File: src/rtl/tadd_pkg.sv
package tadd_pkg;

    localparam int unsigned CELL_W = 2;

    typedef enum logic [1:0] {
        SEG_FULL     = 2'b00,
        SEG_LOW      = 2'b01,
        SEG_HIGH     = 2'b10,
        SEG_FULL_ALT = 2'b11
    } seg_e;

    typedef struct packed {
        logic lo_on;
        logic hi_on;
    } seg_span_t;

    typedef struct packed {
        logic       co;
        logic [1:0] s;
    } cell_res_t;

    function automatic seg_span_t decode_seg(input seg_e sel);
        seg_span_t sp;
        case (sel)
            SEG_LOW:  begin sp.lo_on = 1'b1; sp.hi_on = 1'b0; end
            SEG_HIGH: begin sp.lo_on = 1'b0; sp.hi_on = 1'b1; end
            default:  begin sp.lo_on = 1'b1; sp.hi_on = 1'b1; end
        endcase
        return sp;
    endfunction

    function automatic cell_res_t add_pair(input logic [1:0] x, input logic [1:0] y,
                                           input logic ci);
        logic [2:0] t;
        t = {1'b0, x} + {1'b0, y} + {2'b00, ci};
        return cell_res_t'(t);
    endfunction

endpackage

File: src/rtl/tadd_operand_stage.sv
module tadd_operand_stage
    import tadd_pkg::*;
#(
    parameter int unsigned W    = 20,
    parameter int unsigned HW   = 10
) (
    input  logic [W-1:0] a,
    input  logic [W-1:0] b,
    input  logic [W-1:0] c,
    input  logic         three_op,
    input  seg_span_t    span,
    input  logic         shared_in,
    output logic [W-1:0] x,
    output logic [W-1:0] y,
    output logic         shared_out
);

    logic [W-1:0] xor3;
    logic [W-1:0] maj3;
    logic [W-1:0] shift_in;
    logic [W-1:0] active;

    genvar i;
    generate
        for (i = 0; i < W; i++) begin : g_bit
            assign xor3[i] = a[i] ^ b[i] ^ c[i];
            assign maj3[i] = (a[i] & b[i]) | (a[i] & c[i]) | (b[i] & c[i]);

            if (i < HW) begin : g_lo
                assign active[i] = span.lo_on;
            end else begin : g_hi
                assign active[i] = span.hi_on;
            end

            if (i == 0) begin : g_start0
                assign shift_in[i] = shared_in;
            end else if (i == HW) begin : g_start_mid
                assign shift_in[i] = (span.hi_on && !span.lo_on) ? shared_in : maj3[i-1];
            end else begin : g_mid
                assign shift_in[i] = maj3[i-1];
            end

            always_comb begin
                if (!active[i]) begin
                    x[i] = 1'b0;
                    y[i] = 1'b0;
                end else if (three_op) begin
                    x[i] = xor3[i];
                    y[i] = shift_in[i];
                end else begin
                    x[i] = a[i];
                    y[i] = b[i];
                end
            end
        end
    endgenerate

    always_comb begin
        if (!three_op)
            shared_out = 1'b0;
        else if (span.hi_on)
            shared_out = maj3[W-1];
        else
            shared_out = maj3[HW-1];
    end

endmodule

File: src/rtl/tadd_cell.sv
module tadd_cell
    import tadd_pkg::*;
(
    input  logic [1:0] x,
    input  logic [1:0] y,
    input  logic       ci,
    output logic [1:0] s,
    output logic       co
);

    cell_res_t res_c0;
    cell_res_t res_c1;

    // both carry outcomes evaluated ahead of the arriving carry
    assign res_c0 = add_pair(x, y, 1'b0);
    assign res_c1 = add_pair(x, y, 1'b1);

    always_comb begin
        if (ci) begin
            s  = res_c1.s;
            co = res_c1.co;
        end else begin
            s  = res_c0.s;
            co = res_c0.co;
        end
    end

endmodule

File: src/rtl/tadd_seg_chain.sv
module tadd_seg_chain
    import tadd_pkg::*;
#(
    parameter int unsigned NUM_CELLS = 10
) (
    input  logic [NUM_CELLS*CELL_W-1:0] x,
    input  logic [NUM_CELLS*CELL_W-1:0] y,
    input  logic                        carry_in,
    input  seg_span_t                   span,
    output logic [NUM_CELLS*CELL_W-1:0] sum,
    output logic                        carry_out
);

    localparam int unsigned HALF = NUM_CELLS / 2;

    logic [NUM_CELLS:1]     c;
    logic [NUM_CELLS-1:0]   cell_ci;

    genvar k;
    generate
        for (k = 0; k < NUM_CELLS; k++) begin : g_cell
            if (k == 0) begin : g_first
                assign cell_ci[k] = span.lo_on ? carry_in : 1'b0;
            end else if (k == HALF) begin : g_mid
                always_comb begin
                    if (!span.lo_on)
                        cell_ci[k] = carry_in;
                    else if (span.hi_on)
                        cell_ci[k] = c[k];
                    else
                        cell_ci[k] = 1'b0;
                end
            end else begin : g_rip
                assign cell_ci[k] = c[k];
            end

            tadd_cell u_cell (
                .x  (x[k*CELL_W +: CELL_W]),
                .y  (y[k*CELL_W +: CELL_W]),
                .ci (cell_ci[k]),
                .s  (sum[k*CELL_W +: CELL_W]),
                .co (c[k+1])
            );
        end
    endgenerate

    assign carry_out = span.hi_on ? c[NUM_CELLS] : c[HALF];

endmodule

File: src/rtl/tern_chain_adder.sv
module tern_chain_adder
    import tadd_pkg::*;
#(
    parameter int unsigned NUM_CELLS = 10
) (
    input  logic                        clk,
    input  logic                        rst,
    input  logic [NUM_CELLS*CELL_W-1:0] a_i,
    input  logic [NUM_CELLS*CELL_W-1:0] b_i,
    input  logic [NUM_CELLS*CELL_W-1:0] c_i,
    input  logic                        three_op_i,
    input  logic [1:0]                  seg_i,
    input  logic                        carry_in_i,
    input  logic                        shared_in_i,
    output logic [NUM_CELLS*CELL_W-1:0] sum_q_o,
    output logic                        carry_out_o,
    output logic                        cout_reg_o,
    output logic                        shared_out_o
);

    localparam int unsigned W  = NUM_CELLS * CELL_W;
    localparam int unsigned HW = (NUM_CELLS / 2) * CELL_W;

    seg_span_t      span;
    logic [W-1:0]   x_w;
    logic [W-1:0]   y_w;
    logic [W-1:0]   sum_w;
    logic           carry_w;

    assign span = decode_seg(seg_e'(seg_i));

    tadd_operand_stage #(.W(W), .HW(HW)) u_ops (
        .a          (a_i),
        .b          (b_i),
        .c          (c_i),
        .three_op   (three_op_i),
        .span       (span),
        .shared_in  (shared_in_i),
        .x          (x_w),
        .y          (y_w),
        .shared_out (shared_out_o)
    );

    tadd_seg_chain #(.NUM_CELLS(NUM_CELLS)) u_chain (
        .x         (x_w),
        .y         (y_w),
        .carry_in  (carry_in_i),
        .span      (span),
        .sum       (sum_w),
        .carry_out (carry_w)
    );

    assign carry_out_o = carry_w;

    always_ff @(posedge clk) begin
        if (rst) begin
            sum_q_o    <= '0;
            cout_reg_o <= 1'b0;
        end else begin
            sum_q_o    <= sum_w;
            cout_reg_o <= carry_w;
        end
    end

    logic [2:0] top_trio;
    always_comb begin
        if (span.hi_on)
            top_trio = {a_i[W-1], b_i[W-1], c_i[W-1]};
        else
            top_trio = {a_i[HW-1], b_i[HW-1], c_i[HW-1]};
    end


    low_upper_clear_chk: assert property (@(posedge clk) disable iff (rst)
        (seg_i == 2'b01) |=> (sum_q_o[W-1:HW] == '0));


    high_lower_clear_chk: assert property (@(posedge clk) disable iff (rst)
        (seg_i == 2'b10) |=> (sum_q_o[HW-1:0] == '0));


    two_op_no_share_chk: assert property (@(posedge clk) disable iff (rst)
        !three_op_i |-> !shared_out_o);


    share_majority_chk: assert property (@(posedge clk) disable iff (rst)
        (three_op_i && shared_out_o) |-> ($countones(top_trio) >= 2));


    cout_reg_track_chk: assert property (@(posedge clk) disable iff (rst)
        1'b1 |=> (cout_reg_o == $past(carry_out_o)));

endmodule

File: config.mk
export PLATFORM = sky130hd
export DESIGN_NAME = tern_chain_adder
export DESIGN_NICKNAME = d
export VERILOG_FILES = /design/src/rtl/tadd_pkg.sv /design/src/rtl/tadd_operand_stage.sv /design/src/rtl/tadd_cell.sv /design/src/rtl/tadd_seg_chain.sv /design/src/rtl/tern_chain_adder.sv
export SDC_FILE = /design/constraint.sdc
export NUM_CORES = 1
export LEC_CHECK = 0
export BUFFER_PORTS_ARGS = -buffer_cell sky130_fd_sc_hd__buf_2
export CAP_MARGIN = 20
export CORE_MARGIN = 2
export CORE_UTILIZATION = 50
export DETAILED_ROUTE_END_ITERATION = 8
export PLACE_DENSITY = 0.78
export SETUP_SLACK_MARGIN = 0.4
export SYNTH_ARGS = -nofsm -noshare
export SYNTH_HDL_FRONTEND = slang
export SYNTH_SLANG_ARGS = --single-unit
File: constraint.sdc
create_clock -name clk -period 5.76 [get_ports clk]
set_input_delay 0.576 -clock clk [delete_from_list [all_inputs] [get_ports clk]]
set_output_delay 0.576 -clock clk [all_outputs]
set_load 0.01 [all_outputs]
==> results of run 1 <==
-- cell families after synthesis --
kind of cell               share of synthesized area
and+or+nand+nor                               0.2056
adders and majority gates                     0.2906
muxes                                         0.1581
AOI/OAI and AO/OA                             0.1085
buffers and inverters                        0.05171
DFF                                           0.1436
xor gates and xnor gates                     0.04188
-- state kept, by name, summed over array words and instances (netlist names) --
signal      cells
sum_q_o        20
cout_reg_o      1
-- cells in the mapped netlist, types with 5 or more instances --
cell      instances  area, um^2
nor2_1           50       187.7
mux2i_1          35       350.3
fa_1             30       600.6
nand2_1          30       112.6
dfxtp_1          21       420.4
ha_1             20       250.2
inv_1            19       71.32
clkbuf_1         12       45.04
mux2_2           10       112.6
nand3_1           7       35.03
xnor2_1           7       61.31
xor2_1            7       61.31
a21oi_1           6       30.03
nand3b_1          5       37.54
nor3_1            5       25.02
-- metal layers --
metal / share of wire / vias to the layer above
li1: - / 1306
met1: 0.45 / 1247
met2: 0.47 / 95
met3: 0.069 / 8
met4: 0.011 / 0
met5: 0 / -
-- stage by stage --
stage | total power [mW] | std cells | utilization | worst slack [ns] | cell area, um^2
global placement | 0.6239 | 470 | 0.6110 | 0.3647 | 3406
floorplan | 0.5027 | 323 | - | 0.4487 | 2929
CTS | 0.7703 | 485 | 0.6411 | 0.4286 | 3573
finish | 0.7942 | 491 | 0.6568 | 0.4294 | 3661
global route | 0.8584 | 491 | 0.6568 | 0.2753 | 3661
detailed placement | 0.6384 | 470 | 0.6110 | 0.2606 | 3406
-- area by class of cell --
type | count | area [um^2] | area share
multi-input cells | 267 | 2434 | 0.6647
well taps | 72 | 90.09 | 0.02461
flip-flops and latches | 21 | 420.4 | 0.1148
repair buffers | 108 | 600.6 | 0.1640
inverters | 19 | 71.32 | 0.01948
clock buffers | 4 | 45.04 | 0.01230
-- what timing repair did --
item / 4_1_cts / 5_1_grt
resized for setup: 7 / 9
hold buffers: 0 / 0
hold endpoints to repair: 0 / 0
endpoints found under the setup margin: 1 / 2
setup buffers: 11 / 5
pin swaps: 11 / 10
gates cloned: 0 / 1
-- power breakdown --
group | internal, mW | switching [mW]
Sequential | 0.181 | 0.00788
Clock | 0.0493 | 0.0532
Combinational | 0.234 | 0.269
Total | 0.464 | 0.330
-- how the worst max path moves through the flow --
stage | end | slack, ns | cells past startpoint
after floorplan | carry_out_o | 0.45 | 19
after global placement | carry_out_o | 0.36 | 18
after detailed placement | carry_out_o | 0.26 | 18
after CTS | carry_out_o | 0.43 | 18
after global routing | carry_out_o | 0.28 | 18
final | carry_out_o | 0.43 | 18
==> impl_metrics.prom, run 1 <==
# TYPE chip_impl_metric gauge
chip_impl_metric{name="via_count",unit=""} 2656
chip_impl_metric{name="clock_pin_slew_of_the_registers_on_the_worst_case_setup_and_hold_paths",unit="ns"} 0.08
chip_impl_metric{name="area_delta_synth_final",unit="%"} 25.04
chip_impl_metric{name="report.final.slew_viol_count",unit=""} 0
chip_impl_info{name="criticalPathCategory",value="input port to output port"} 1
chip_impl_metric{name="final.min_clock_period",unit="ns"} 5.331
chip_impl_metric{name="avgRoutedWirePerCell",unit="um"} 14.82
chip_impl_metric{name="number_of_buffers_and_inverters_on_the_critical_path",unit=""} 2
chip_impl_metric{name="placementRows",unit=""} 27
chip_impl_metric{name="clock.fmax",unit="GHz"} 0.1876
chip_impl_metric{name="max_cap_violations",unit=""} 0
chip_impl_info{name="timing.critical_path.from",value="a_i[0]"} 1
chip_impl_info{name="timing.hold.worst.class",value="input port to register"} 1
chip_impl_metric{name="grt.total_usage",unit=""} 0.2232
chip_impl_metric{name="met1_usage",unit=""} 0.3122
chip_impl_metric{name="share_of_cells_above_drive_strength_1",unit=""} 0.3389
chip_impl_metric{name="final.setup.tns",unit="ns"} 0
chip_impl_metric{name="timing.critical_path.slowest_cell_delay",unit="ns"} 0.53
chip_impl_info{name="mostFrequentLayoutCell",value="buf_2"} 1
chip_impl_metric{name="grt_pass1_wl",unit="um"} 11450
chip_impl_metric{name="async_flop_share",unit=""} 0
chip_impl_metric{name="pin_count_of_the_biggest_net_entering_global_routing",unit=""} 30
chip_impl_metric{name="grtUsageMet3",unit=""} 0.02584
chip_impl_metric{name="max-slew-margin-rel",unit=""} 0.6253
chip_impl_metric{name="num_antenna_cells",unit=""} 0
chip_impl_metric{name="synthesis.yosys.warnings",unit=""} 0
chip_impl_metric{name="totalWireLength",unit="um"} 7276
chip_impl_metric{name="core-area",unit="um^2"} 5574
chip_impl_metric{name="whs",unit="ns"} 0.6982
chip_impl_metric{name="n_fill_cell",unit=""} 479
chip_impl_metric{name="die_w",unit="um"} 80.52
chip_impl_metric{name="dr.pass1.iters",unit=""} 4
chip_impl_metric{name="critPathArrivalTime",unit="ns"} 4.75
chip_impl_info{name="cts_tree",value="built"} 1
chip_impl_info{name="destination_of_the_worst_hold_path",value="sum_q_o[1]$_SDFF_PP0_"} 1
chip_impl_metric{name="edff_count_synth",unit=""} 0
chip_impl_metric{name="clock_sink_count",unit=""} 21
chip_impl_metric{name="grt_pass1_vias",unit=""} 2510
chip_impl_metric{name="critical_path_required",unit="ns"} 5.18
chip_impl_metric{name="postSynthCellCount",unit=""} 323
chip_impl_metric{name="power_density",unit="nW/um^2"} 216.9
chip_impl_metric{name="vias_per_cell",unit=""} 5.409
chip_impl_info{name="status",value="complete, no violations"} 1
chip_impl_metric{name="timing_hold_violations_final",unit=""} 0
chip_impl_metric{name="worstPathMaxFanout",unit=""} 3
chip_impl_info{name="critical-path-top-delay-family",value="compound AO/OA/AOI/OAI gates"} 1
chip_impl_metric{name="gp_routability_congestion",unit=""} 0.8515
chip_impl_metric{name="buffer_depth_of_the_longest_clock_path",unit=""} 2
chip_impl_metric{name="worst_slew_pin_slew",unit="ns"} 0.5595
chip_impl_metric{name="die_area",unit="um^2"} 6483
chip_impl_info{name="critical_path.slowest_cell",value="fa_1"} 1
chip_impl_metric{name="synth-seq-area-share",unit=""} 0.1436
chip_impl_metric{name="nNetsFinal",unit=""} 537
chip_impl_metric{name="p_leak",unit="nW"} 1.777
chip_impl_metric{name="htreeDepth",unit=""} 1
chip_impl_metric{name="total_standard_cell_area_after_synthesis",unit="um^2"} 2928
chip_impl_metric{name="top_level_ports",unit=""} 90
chip_impl_info{name="startpoint_kind_of_the_worst_setup_timing_path",value="input port"} 1
chip_impl_metric{name="synth-seq-cells",unit=""} 21
chip_impl_metric{name="yosysUniqueCellTypes",unit=""} 57
chip_impl_metric{name="cts_made_buffers",unit=""} 3
chip_impl_metric{name="dieHeight",unit="um"} 80.52
chip_impl_metric{name="setup_violations",unit=""} 0
chip_impl_info{name="crit_chain",value="buf_6 > fa_1 > mux2i_1 > nor2_1 > ha_2 > fa_1 > ha_2 > nand2_4 > or4b_4 > a2111oi_4 > o311ai_4 > a211oi_4 > a2bb2o_4 > and4_4 > a211o_1 > nand2_1 > nor2_1 > buf_2"} 1
chip_impl_metric{name="route.antenna.remaining_nets",unit=""} 0
chip_impl_metric{name="gr-total-overflow",unit=""} 0
chip_impl_metric{name="final.period_utilization",unit=""} 0.9254
chip_impl_info{name="critical_path.endpoint_type",value="output port"} 1
chip_impl_info{name="cts-root-buf",value="clkbuf_8"} 1
chip_impl_metric{name="hold_depth",unit=""} 3
chip_impl_metric{name="grt_antenna_before_repair",unit=""} 0
chip_impl_info{name="layout.cells.most_common_list",value="87 x buf_2, 50 x nor2_1, 35 x mux2i_1"} 1
chip_impl_metric{name="syn_avg_cell_area",unit="um^2"} 9.064
chip_impl_metric{name="initial_core_util",unit=""} 0.5253
chip_impl_metric{name="gr_met2_demand_resource",unit=""} 0.3692
chip_impl_info{name="worst_hold_startpoint",value="carry_in_i"} 1
chip_impl_metric{name="power.ir.vdd_worst",unit="V"} 0.0001740
chip_impl_info{name="rsz_0062_raised_after_global_routing",value="yes"} 1
chip_impl_info{name="synth_flop_cell",value="dfxtp_1"} 1
chip_impl_metric{name="detailedRoute.firstIterationViolations",unit=""} 123
chip_impl_metric{name="remaining_drc_errors",unit=""} 0
chip_impl_metric{name="place.detailed.hpwl",unit="um"} 5531
chip_impl_metric{name="buffer_ports.inserted",unit=""} 89
chip_impl_info{name="grt_busiest_layer",value="met2"} 1
chip_impl_metric{name="synth.net_count",unit=""} 440
Power figures use the tool's default switching activity.
==> inputs of run 2 (changes only) <==
Settings changed: ABC_CLOCK_PERIOD_IN_PS set to 5760, CORE_UTILIZATION 50 to 40, HOLD_SLACK_MARGIN set to 0.06, PLACE_DENSITY 0.78 to unset.
==> impl_metrics.prom, run 2 (same netlist as run 1, synthesis figures left out) <==
# TYPE chip_impl_metric gauge
chip_impl_info{name="cts-root-buf",value="clkbuf_8"} 1
chip_impl_info{name="startpoint_kind_of_the_worst_setup_timing_path",value="input port"} 1
chip_impl_metric{name="place_ws",unit="ns"} 0.3203
chip_impl_metric{name="buffer_ports.inserted",unit=""} 89
chip_impl_metric{name="buffer_depth_of_the_longest_clock_path",unit=""} 2
chip_impl_metric{name="cts_made_buffers",unit=""} 3
chip_impl_metric{name="largest_reg_flops",unit=""} 20
chip_impl_info{name="layout.cells.most_common_list",value="87 x buf_2, 50 x nor2_1, 35 x mux2i_1"} 1
chip_impl_metric{name="placementRows",unit=""} 31
chip_impl_info{name="cts_tree",value="built"} 1
chip_impl_metric{name="dr.pass1.iters",unit=""} 4
chip_impl_metric{name="clock_sink_count",unit=""} 21
chip_impl_metric{name="dieHeight",unit="um"} 89.56
chip_impl_metric{name="area_delta_synth_final",unit="%"} 24.15
chip_impl_metric{name="p_leak",unit="nW"} 1.762
chip_impl_metric{name="fin_ws",unit="ns"} 0.4373
chip_impl_metric{name="report.final.slew_viol_count",unit=""} 0
chip_impl_metric{name="via_count",unit=""} 2566
chip_impl_info{name="criticalPathCategory",value="input port to output port"} 1
chip_impl_metric{name="worstPathMaxFanout",unit=""} 4
chip_impl_metric{name="clock.fmax",unit="GHz"} 0.1879
chip_impl_metric{name="die_area",unit="um^2"} 8020
chip_impl_metric{name="power.ir.vdd_worst",unit="V"} 0.0001081
chip_impl_metric{name="share_of_cells_above_drive_strength_1",unit=""} 0.3228
chip_impl_metric{name="nNetsFinal",unit=""} 530
chip_impl_info{name="worst_hold_startpoint",value="carry_in_i"} 1
chip_impl_metric{name="critPathArrivalTime",unit="ns"} 4.75
chip_impl_info{name="destination_of_the_worst_hold_path",value="sum_q_o[1]$_SDFF_PP0_"} 1
chip_impl_metric{name="final.period_utilization",unit=""} 0.9241
chip_impl_metric{name="worst_slew_pin_slew",unit="ns"} 0.5044
chip_impl_metric{name="pin_count_of_the_biggest_net_entering_global_routing",unit=""} 30
chip_impl_metric{name="top_level_ports",unit=""} 90
chip_impl_metric{name="max-slew-margin-rel",unit=""} 0.6622
chip_impl_metric{name="critical_path_required",unit="ns"} 5.18
chip_impl_info{name="status",value="complete, no violations"} 1
chip_impl_metric{name="hold_depth",unit=""} 3
chip_impl_metric{name="grt.total_usage",unit=""} 0.1703
chip_impl_metric{name="final.setup.tns",unit="ns"} 0
chip_impl_metric{name="clock_pin_slew_of_the_registers_on_the_worst_case_setup_and_hold_paths",unit="ns"} 0.07
chip_impl_metric{name="grt_pass1_wl",unit="um"} 10730
chip_impl_metric{name="grt_antenna_before_repair",unit=""} 0
chip_impl_metric{name="remaining_drc_errors",unit=""} 0
chip_impl_metric{name="route.antenna.remaining_nets",unit=""} 0
chip_impl_metric{name="num_antenna_cells",unit=""} 0
chip_impl_info{name="critical_path.endpoint_type",value="output port"} 1
chip_impl_info{name="rsz_0062_raised_after_global_routing",value="yes"} 1
chip_impl_metric{name="post-place-cells",unit=""} 498
chip_impl_info{name="crit_chain",value="buf_6 > fa_1 > mux2i_1 > nor2_1 > ha_2 > fa_1 > ha_2 > nand2_4 > or4b_4 > a2111oi_4 > o311ai_4 > a211oi_4 > a2bb2o_4 > and4_4 > a211o_1 > nand2_2 > nor2_1 > buf_2"} 1
chip_impl_info{name="mostFrequentLayoutCell",value="buf_2"} 1
chip_impl_metric{name="hold_buffers",unit=""} 0
chip_impl_metric{name="timing_hold_violations_final",unit=""} 0
chip_impl_metric{name="die_w",unit="um"} 89.56
chip_impl_metric{name="vias_per_cell",unit=""} 5.022
chip_impl_metric{name="timing.critical_path.slowest_cell_delay",unit="ns"} 0.56
chip_impl_metric{name="setup_violations",unit=""} 0
chip_impl_metric{name="gr-total-overflow",unit=""} 0
chip_impl_info{name="regMostFlops",value="sum_q_o"} 1
chip_impl_metric{name="max_cap_violations",unit=""} 0
chip_impl_metric{name="layout.cells.non_filler",unit=""} 511
chip_impl_metric{name="grt_pass1_vias",unit=""} 2508
chip_impl_metric{name="initial_core_util",unit=""} 0.4080
chip_impl_metric{name="power_density",unit="nW/um^2"} 205.2
chip_impl_metric{name="core-area",unit="um^2"} 7176
chip_impl_metric{name="detailedRoute.firstIterationViolations",unit=""} 54
chip_impl_metric{name="htreeDepth",unit=""} 1
chip_impl_info{name="timing.hold.worst.class",value="input port to register"} 1
chip_impl_metric{name="avgRoutedWirePerCell",unit="um"} 13.04
chip_impl_metric{name="totalWireLength",unit="um"} 6665
chip_impl_metric{name="final.min_clock_period",unit="ns"} 5.323
chip_impl_metric{name="gp_routability_congestion",unit=""} 0.7752
chip_impl_info{name="critical_path.slowest_cell",value="or4b_4"} 1
chip_impl_info{name="largest_registers",value="sum_q_o x20, cout_reg_o x1"} 1
chip_impl_metric{name="place.detailed.hpwl",unit="um"} 5520
==> run 2: cell type report <==
type	instances	area, um^2
Multi-Input combinational cell	267	2426
Tap cell	99	123.9
Clock buffer	4	45.04
Fill cell	706	3541
Sequential cell	21	420.4
Timing Repair Buffer	101	548.0
Inverter	19	71.32
==> run 2: how the worst max path moves through the flow <==
stage | start | end | slack [ns] | cells past startpoint
final | c_i[0] | carry_out_o | 0.44 | 18
after global routing | c_i[0] | carry_out_o | 0.29 | 18
after CTS | a_i[0] | carry_out_o | 0.43 | 18
after detailed placement | a_i[0] | carry_out_o | 0.32 | 18
after global placement | a_i[0] | carry_out_o | 0.36 | 18
after floorplan | seg_i[1] | carry_out_o | 0.45 | 19
==> run 2: where the power goes <==
part	internal, mW	leakage, nW	switching (mW)	total (mW)
clock	0.0492	0.0228	0.0439	0.0930
sequential	0.181	0.175	0.00709	0.188
combinational	0.212	1.56	0.253	0.465
==> run 2: what timing repair did <==
| action | 4_1_cts | 5_1_grt |
|---|---|---|
| setup endpoints to repair | 1 | 1 |
| pin swaps | 2 | 14 |
| gates resized for setup | 3 | 10 |
| setup buffers | 1 | 7 |
| cloned | 0 | 1 |
==> run 2: routing by layer <==
| layer | track usage | routed length [um] | up-vias |
|---|---|---|---|
| li1 | - | - | 1292 |
| met1 | 0.1845 | 2589 | 1211 |
| met2 | 0.3376 | 3681 | 53 |
| met3 | 0.02678 | 251 | 10 |
| met4 | 0.04342 | 142 | 0 |
| met5 | 0 | 0 | - |
==> run 2: per-stage QoR <==
stage / hold slack, ns / utilization / power, mW / instance area (um^2)
after floorplan: 0.6439 / - / 0.5027 / 2929
after global placement: 0.9654 / 0.4804 / 0.6332 / 3447
after detailed placement: 0.9581 / 0.4804 / 0.6394 / 3447
after CTS: 0.6916 / 0.4907 / 0.7411 / 3521
after global routing: 0.7108 / 0.5065 / 0.8240 / 3635
final: 0.6942 / 0.5065 / 0.7460 / 3635
==> run 2: worst max-delay path: cells and delay by family <==
family,cells,cell delay (ns)
compound gates,5,1.44
fa+ha+maj,4,1.38
simple gates,6,0.97
buf+inv,2,0.23
mux,1,0.15
